--- config.mk ---
export PLATFORM = sky130hd
export DESIGN_NAME = scsi_cmd_decoder
export DESIGN_NICKNAME = d
export VERILOG_FILES = /design/src/rtl/scd_pkg.sv /design/src/rtl/scd_classify.sv /design/src/rtl/scd_isr.sv /design/src/rtl/scd_conn.sv /design/src/rtl/scsi_cmd_decoder.sv
export SDC_FILE = /design/constraint.sdc
export NUM_CORES = 1
export LEC_CHECK = 0
export BUFFER_PORTS_ARGS = -buffer_cell sky130_fd_sc_hd__buf_2
export CAP_MARGIN = 10
export CORE_MARGIN = 2
export CORE_UTILIZATION = 46
export CTS_CLUSTER_DIAMETER = 50
export DETAILED_ROUTE_END_ITERATION = 10
export PLACE_DENSITY = 0.83
export RECOVER_POWER = 25
export SYNTH_ARGS = -nofsm -noshare
export SYNTH_HDL_FRONTEND = slang
export SYNTH_HIERARCHICAL = 1
export SYNTH_SLANG_ARGS = --single-unit
--- constraint.sdc ---
create_clock -name clk -period 2.42 [get_ports clk]
set_input_delay 0.484 -clock clk [delete_from_list [all_inputs] [get_ports clk]]
set_output_delay 0.484 -clock clk [all_outputs]
set_load 0.005 [all_outputs]
--- src/rtl/scd_pkg.sv ---
package scd_pkg;

   typedef enum logic [1:0] {
      CONN_IDLE = 2'd0,
      CONN_INIT = 2'd1,
      CONN_TGT  = 2'd2
   } conn_e;

   // interrupt cause bit positions
   localparam int IRQ_BUSRST = 7;
   localparam int IRQ_BADCMD = 6;
   localparam int IRQ_DROP   = 5;
   localparam int IRQ_SVC    = 4;
   localparam int IRQ_DONE   = 3;
   localparam int IRQ_RESEL  = 2;
   localparam int IRQ_SELA   = 1;
   localparam int IRQ_SEL    = 0;

   // opcodes (DMA flag stripped)
   localparam logic [6:0] OP_NOP      = 7'h00;
   localparam logic [6:0] OP_FLUSH    = 7'h01;
   localparam logic [6:0] OP_CHIPRST  = 7'h02;
   localparam logic [6:0] OP_BUSRST   = 7'h03;
   localparam logic [6:0] OP_IDLE_LO  = 7'h40;
   localparam logic [6:0] OP_IDLE_HI  = 7'h46;
   localparam logic [6:0] OP_RESEL_ON = 7'h44;
   localparam logic [6:0] OP_XFER     = 7'h10;
   localparam logic [6:0] OP_CSEQ     = 7'h11;
   localparam logic [6:0] OP_MACK     = 7'h12;
   localparam logic [6:0] OP_PAD      = 7'h18;
   localparam logic [6:0] OP_ATN_SET  = 7'h1A;
   localparam logic [6:0] OP_ATN_CLR  = 7'h1B;
   localparam logic [6:0] OP_DROP     = 7'h27;

   typedef struct packed {
      logic legal;
      logic quiet;
      logic chip_rst;
      logic bus_rst;
      logic drop;
   } cmd_class_t;

endpackage

--- src/rtl/scd_classify.sv ---
module scd_classify
   import scd_pkg::*;
#(
   parameter int OP_W = 7
) (
   input  conn_e            conn,
   input  logic [OP_W-1:0]  opc,
   output cmd_class_t       cls
);

   if (OP_W != 7) begin : g_bad_w
      $error("scd_classify: OP_W must be 7");
   end

   logic any_ok;
   logic idle_ok;
   logic init_ok;
   logic tgt_ok;

   always_comb begin
      any_ok  = (opc <= OP_BUSRST);
      idle_ok = (opc >= OP_IDLE_LO) && (opc <= OP_IDLE_HI);
      unique case (opc)
         OP_XFER, OP_CSEQ, OP_MACK, OP_PAD, OP_ATN_SET, OP_ATN_CLR: init_ok = 1'b1;
         default: init_ok = 1'b0;
      endcase
      tgt_ok = (opc == OP_DROP);

      cls.legal    = any_ok
                   | ((conn == CONN_IDLE) & idle_ok)
                   | ((conn == CONN_INIT) & init_ok)
                   | ((conn == CONN_TGT)  & tgt_ok);
      cls.quiet    = any_ok | (opc == OP_RESEL_ON) | (opc == OP_ATN_SET)
                   | (opc == OP_ATN_CLR) | (opc == OP_DROP);
      cls.chip_rst = (opc == OP_CHIPRST);
      cls.bus_rst  = (opc == OP_BUSRST);
      cls.drop     = (opc == OP_DROP);
   end

endmodule

--- src/rtl/scd_isr.sv ---
module scd_isr #(
   parameter int W = 8
) (
   input  logic         clk,
   input  logic         rst_n,
   input  logic         clr_all,
   input  logic         rd,
   input  logic [W-1:0] set_vec,
   output logic [W-1:0] q
);

   if (W < 1) begin : g_bad_w
      $error("scd_isr: W must be positive");
   end

   for (genvar b = 0; b < W; b++) begin : g_bit
      always_ff @(posedge clk) begin
         if (!rst_n || clr_all) begin
            q[b] <= 1'b0;
         end else begin
            q[b] <= (q[b] & ~rd) | set_vec[b];
         end
      end
   end

endmodule

--- src/rtl/scd_conn.sv ---
module scd_conn
   import scd_pkg::*;
#(
   parameter int EVT_W = 8
) (
   input  logic             clk,
   input  logic             rst_n,
   input  logic             fire,
   input  cmd_class_t       cls,
   input  logic [EVT_W-1:0] bus_evt,
   input  logic             seq_apply,
   input  logic [1:0]       seq_conn,
   output conn_e            conn
);

   localparam logic [1:0] KEEP = 2'd3;

   conn_e nxt;

   always_comb begin
      nxt = conn;
      if (fire && (cls.chip_rst || cls.bus_rst)) begin
         nxt = CONN_IDLE;
      end else if (bus_evt[IRQ_BUSRST] || bus_evt[IRQ_DROP]) begin
         nxt = CONN_IDLE;
      end else if (seq_apply && (seq_conn != KEEP)) begin
         nxt = conn_e'(seq_conn);
      end else if (bus_evt[IRQ_RESEL]) begin
         nxt = CONN_INIT;
      end else if (bus_evt[IRQ_SEL] || bus_evt[IRQ_SELA]) begin
         nxt = CONN_TGT;
      end else if (fire && cls.drop) begin
         nxt = CONN_IDLE;
      end
   end

   always_ff @(posedge clk) begin
      if (!rst_n) begin
         conn <= CONN_IDLE;
      end else begin
         conn <= nxt;
      end
   end

endmodule

--- src/rtl/scsi_cmd_decoder.sv ---
module scsi_cmd_decoder
   import scd_pkg::*;
#(
   parameter int CMD_W          = 8,
   parameter int IRQ_W          = 8,
   parameter int PHASE_W        = 3,
   parameter bit QUIET_SUPPRESS = 1'b1
) (
   input  logic               clk,
   input  logic               rst_n,
   input  logic               cmd_wr,
   input  logic [CMD_W-1:0]   cmd_data,
   input  logic               cfg_rst_irq_off,
   input  logic [PHASE_W-1:0] phase_in,
   input  logic [IRQ_W-1:0]   bus_evt,
   input  logic               seq_done,
   input  logic [1:0]         seq_conn,
   input  logic               isr_rd,
   output logic               start,
   output logic [CMD_W-2:0]   op_code,
   output logic               op_dma,
   output logic [1:0]         conn,
   output logic [IRQ_W-1:0]   isr_q,
   output logic [IRQ_W-1:0]   stat_q
);

   localparam int OP_W  = CMD_W - 1;
   localparam int PAD_W = IRQ_W - 1 - PHASE_W;
   localparam logic [IRQ_W-1:0] EVT_MASK =
      ~((IRQ_W'(1) << IRQ_BADCMD) | (IRQ_W'(1) << IRQ_DONE));

   if (CMD_W != 8)   begin : g_bad_cmd   $error("CMD_W must be 8");   end
   if (IRQ_W != 8)   begin : g_bad_irq   $error("IRQ_W must be 8");   end
   if (PHASE_W != 3) begin : g_bad_phase $error("PHASE_W must be 3"); end

   cmd_class_t       cls;
   conn_e            conn_s;
   logic             fire;
   logic             busy_q;
   logic             quiet_q;
   logic             seq_apply;
   logic             done_irq;
   logic [IRQ_W-1:0] set_vec;

   scd_classify #(.OP_W(OP_W)) u_cls (
      .conn (conn_s),
      .opc  (cmd_data[OP_W-1:0]),
      .cls  (cls)
   );

   assign fire      = cmd_wr & cls.legal;
   assign seq_apply = seq_done & busy_q;

   if (QUIET_SUPPRESS) begin : g_quiet
      assign done_irq = seq_apply & ~quiet_q;
   end else begin : g_loud
      assign done_irq = seq_apply;
   end

   always_comb begin
      set_vec             = bus_evt & EVT_MASK;
      set_vec[IRQ_BUSRST] = (bus_evt[IRQ_BUSRST] | (fire & cls.bus_rst))
                          & ~cfg_rst_irq_off;
      set_vec[IRQ_BADCMD] = cmd_wr & ~cls.legal;
      set_vec[IRQ_DONE]   = done_irq;
   end

   scd_isr #(.W(IRQ_W)) u_isr (
      .clk     (clk),
      .rst_n   (rst_n),
      .clr_all (fire & cls.chip_rst),
      .rd      (isr_rd),
      .set_vec (set_vec),
      .q       (isr_q)
   );

   scd_conn #(.EVT_W(IRQ_W)) u_conn (
      .clk       (clk),
      .rst_n     (rst_n),
      .fire      (fire),
      .cls       (cls),
      .bus_evt   (bus_evt),
      .seq_apply (seq_apply),
      .seq_conn  (seq_conn),
      .conn      (conn_s)
   );

   always_ff @(posedge clk) begin
      if (!rst_n) begin
         busy_q  <= 1'b0;
         quiet_q <= 1'b0;
         start   <= 1'b0;
         op_code <= '0;
         op_dma  <= 1'b0;
      end else begin
         start <= fire;
         if (fire) begin
            op_code <= cmd_data[OP_W-1:0];
            op_dma  <= cmd_data[CMD_W-1];
            quiet_q <= cls.quiet;
            busy_q  <= ~cls.chip_rst;
         end else if (seq_apply) begin
            busy_q <= 1'b0;
         end
      end
   end

   assign conn   = conn_s;
   assign stat_q = {|isr_q, {PAD_W{1'b0}}, phase_in};

endmodule

Word-level counts from Yosys, hierarchy flattened

Cells that the tools add are included.

Logic and storage cells: 92
Output and inout port bits: 27
Bits in registers: 21

Bitwise logic cells: 40
$lt $le $gt $ge: 3
Reduce and logical (&&, ||, !) cells: 15
Muxes and demuxes: 7
Eq/ne operators: 13

Operators by type and width:

| kind                                                                  | number |
|---|---|
| 7-bit by 5-bit equality test with 1-bit output, second input constant | 6 |
| 1-bit bitwise AND                                                     | 18 |
| 1-bit OR                                                              | 16 |
| 7-bit by 2-bit equality test with 1-bit output, second input constant | 2 |
| 2-bit 2-to-1 mux                                                      | 4 |
| 8-bit OR reduction                                                    | 1 |
| 7-bit by 6-bit equality test with 1-bit output, second input constant | 1 |
| 7-bit equality test, second input constant                            | 1 |
| 7-bit >= comparator, second input constant                            | 1 |
| 7-bit by 2-bit <= comparator with 1-bit output, second input constant | 1 |
| 7-bit <= comparator, second input constant                            | 1 |
| 1-bit NOT                                                             | 6 |
| 6-bit OR reduction                                                    | 1 |
| 1-bit logical AND                                                     | 4 |
| 1-bit logical OR                                                      | 4 |
| 4-bit nonzero test                                                    | 1 |
| 1-bit 2-to-1 mux                                                      | 3 |
| 3-bit OR reduction                                                    | 1 |
| 2-bit by 1-bit equality test with 1-bit output, second input constant | 1 |
| 2-bit equality test, second input constant                            | 1 |
| 2-bit logical NOT                                                     | 1 |
| 2-bit != test, second input constant                                  | 1 |
| 2-bit nonzero test                                                    | 1 |
| 1-bit logical NOT                                                     | 1 |

Longest topological paths before layout

Word-level depth: 12
Mapped depth: 11
Depth with buffers taken out: 10

Cells and area by module

The synthesis kept the hierarchy.

Modules (own cells, without submodules):

| module           | cells an instance | sequential area each (um2) | instances | area each (um2) |
|---|---|---|---|---|
| scsi_cmd_decoder | 64                | 220.2                      | 1         | 548.0 |
| scd_isr          | 34                | 160.2                      | 1         | 335.3 |
| scd_classify     | 25                | 0.0                        | 1         | 168.9 |
| scd_conn         | 16                | 40.0                       | 1         | 131.4 |

Worst setup path after synthesis

No wires, ideal clock.

Kind: input to register
Start point: input cmd_data[2]
End point: register u_conn.conn[0]
Required time: 2.350 ns
Slack: 0.148 ns
Stages on the path: 10
Setup time: 0.070 ns
Arrival time: 2.203 ns
Path through: and3_1 -> and4_1 -> o21ai_1 -> o41ai_2 -> nand2_1 -> inv_2 -> buf_6 -> a211o_1 -> or4b_1 -> a21oi_1

RTL lines:

| element              | line                   | source |
|---|---|---|
| from (decl)          | scsi_cmd_decoder.sv:12 | `input logic [CMD_W-1:0] cmd_data,` |
| to (signal assigned) | scd_conn.sv:41         | `conn <= nxt;` |
| to (decl)            | scd_conn.sv:13         | `output conn_e conn` |

==> flow_metrics.py <==
metrics = {
    "cts": {
        "post-cts-setup-buffer-count": 0,
        "cts_resized": 0,
        "cts_max_level": 1,
        "cts_sinks": 21,
        "root_buffer": "clkbuf_4",
        "cts_tree": "yes",
        "cts_max_path_buffers": 2,
        "cts.clk_slew.worst_paths_ps": 120,
        "cts_buffers": 3,
        "clk_latency_ps": 310,
        "hold_buffers": 0,
    },
    "job": {
        "maxCapViolCount": 0,
    },
    "synthesis": {
        "yosysTopAreaCellShare_pct": 35.52,
        "synth_mux_area_share_pct": 0,
        "ys_warn_count": 6,
        "yosysMostFrequentCell": "dfxtp_1",
        "syn_area_sq_um": 1184,
        "synth-main-ff-cell": "dfxtp_1",
        "synth_top_family_by_area": "simple AND/OR/NAND/NOR gates",
        "async_reset_ff_share_pct": 0,
        "synth_xor_area_share_pct": 0,
        "yosys_register_bits": 21,
        "synth-edff-count": 0,
        "synth.distinct_cells": 39,
        "synth_top_cell_by_area": "dfxtp_1",
        "synth_compound_area_share_pct": 24.42,
        "yosysSeqAreaShare_pct": 35.52,
        "yosys.area_share.simple_pct": 28.01,
        "synthAdderAreaFrac_pct": 0,
        "synthCells": 139,
        "synth_area_leaders": "dfxtp_1, a21boi_2, nand2_1, a21oi_2, buf_4",
        "synth_commonest_cells": "dfxtp_1, nand2_1, inv_1, buf_4",
        "synth_area_per_cell_sq_um": 8.515,
    },
    "place": {
        "dpl.hpwl_mm": 1.993,
        "gp_congestion": 0.8828,
        "dpl_worst_slack_ps": 30.69,
        "port_buffers": 41,
    },
    "sta": {
        "hold_viol": 0,
        "period_needed_ps": 2144,
        "fin_ws_ps": 276.4,
        "max_freq_mhz": 466.5,
        "finalCritPeriodShare_pct": 88.58,
        "fin_hold_ws_ps": 401.7,
        "grt_setup_unrepaired": "no",
        "setup_tns_ps": 0,
        "clock_skew_ps": 6.452,
        "drv_slew": 0,
        "setup_viol": 0,
    },
    "worst_setup_path": {
        "critical_path_class": "in2reg",
        "critPathRequiredTime_ps": 2670,
        "cp.arrival_ps": 2400,
        "start_kind": "primary input",
        "end_kind": "flop",
        "crit_fanout": 6,
    },
    "grt": {
        "grt_pass1_wl_mm": 3.774,
        "grt_overflow": 0,
        "grt_util_all_layers_pct": 17.50,
        "grt_max_degree": 14,
        "grt_pass1_vias": 952,
        "antenna_found_initial": 0,
    },
    "final_layout": {
        "fillers": 235,
        "drive_gt1_share_pct": 37.78,
        "fin_nets": 208,
        "syn_to_final_growth_pct": 18.60,
        "diodes": 0,
        "final_core_util_pct": 57.19,
    },
    "detailed_routing": {
        "drc_errors": 0,
        "viasPerCell": 5.195,
        "vias": 1091,
        "routedWlPerCell_microns": 12.27,
        "antenna_left": 0,
        "drtIter0Drc": 12,
        "wl_mm": 2.577,
        "dr.pass1.iters": 4,
    },
    "power": {
        "leakage_nw": 0.6149,
        "powerDensity_nw_per_um2": 456.3,
        "ir_worst_vdd_uv": 422.7,
        "p_total_mw": 0.6406,
    },
    "floorplan": {
        "die_h_microns": 54.73,
        "die-area_sq_um": 2995,
        "placementRows": 18,
        "initial_core_util_pct": 48.22,
        "coreArea_sq_um": 2455,
        "io_pins": 54,
        "die_w_microns": 54.73,
    },
    "hold_path": {
        "hp-class": "in2reg",
    },
    "status": {
        "status": "complete, no violations",
    },
}
## sequential cells by signal, indices dropped and copies added, names as in the netlist
register / flops
start: 1
op_code: 7
busy_q: 1
u_conn/conn: 2
op_dma: 1
u_isr/q: 8
quiet_q: 1
## power by group
part | leakage (nW) | internal (mW) | switching, mW
sequential | 0.172 | 0.357 | 0.00762
clock | 0.0177 | 0.0619 | 0.110
combinational | 0.426 | 0.0492 | 0.0544
total | 0.615 | 0.468 | 0.172
## cells by family (layout without fill, tap and decap cells)
logic type / after synthesis / in the layout
DFF: 21 / 21
buffers and inverters: 24 / 62
AOI/OAI and AO/OA: 34 / 34
other: 1 / 4
and+or+nand+nor: 59 / 59
## final timing paths
check / from / to / slack, ps / cells past startpoint
min: bus_evt[4] / u_isr/q[4] / 400 / 3
max: cmd_data[2] / u_conn/conn[0] / 280 / 10
max reg2reg: u_conn/conn[0] / u_conn/conn[0] / 300 / 9
min reg2reg: op_code[3] / op_code[3] / 460 / 2
## critical path, stage by stage
cell and delay, ps:
buf_2 130, and3_1 190, and4_1 200, o21ai_1 180, o41ai_2 120, nand2_1 110, inv_2 40, a211o_1 290
or4b_1 480, a21oi_1 160
## layout by cell type (no fill, tap or decap), types with 3 or more instances in the layout
cell	instances
a21boi_2	8
a21oi_2	8
a31oi_1	3
and3_1	5
buf_2	37
buf_4	5
clkbuf_1	4
clkbuf_4	3
conb_1	4
dfxtp_1	21
inv_1	11
nand2_1	20
nand2b_1	8
nor2_1	8
nor4_1	3
o21ai_0	3
## final cells by class
| class | instances | area, sq um | share of cell area (%) |
|---|---|---|---|
| Clock inverter | 1 | 5.005 | 0.3565 |
| Clock buffer | 3 | 22.52 | 1.604 |
| Inverter | 12 | 45.04 | 3.209 |
| Timing Repair Buffer | 46 | 237.7 | 16.93 |
| Multi-Input combinational cell | 97 | 635.6 | 45.28 |
| Tap cell | 30 | 37.54 | 2.674 |
| Sequential cell | 21 | 420.4 | 29.95 |
## through the flow
stage	instance area (sq um)	cells
finish	1404	210
global placement	1381	206
detailed placement	1381	206
global route	1404	210
floorplan	1195	142
CTS	1409	210
## metal layers
metal	wire length, microns	track usage (%)	part of all wire, %	vias to the layer above
met5	0	0	0	-
met4	17	5.833	0.66	0
met3	228	5.464	8.8	5
met2	1241	31.35	48	51
met1	1090	19.27	42	491
li1	-	-	-	544
Power figures use the tool's default switching activity.
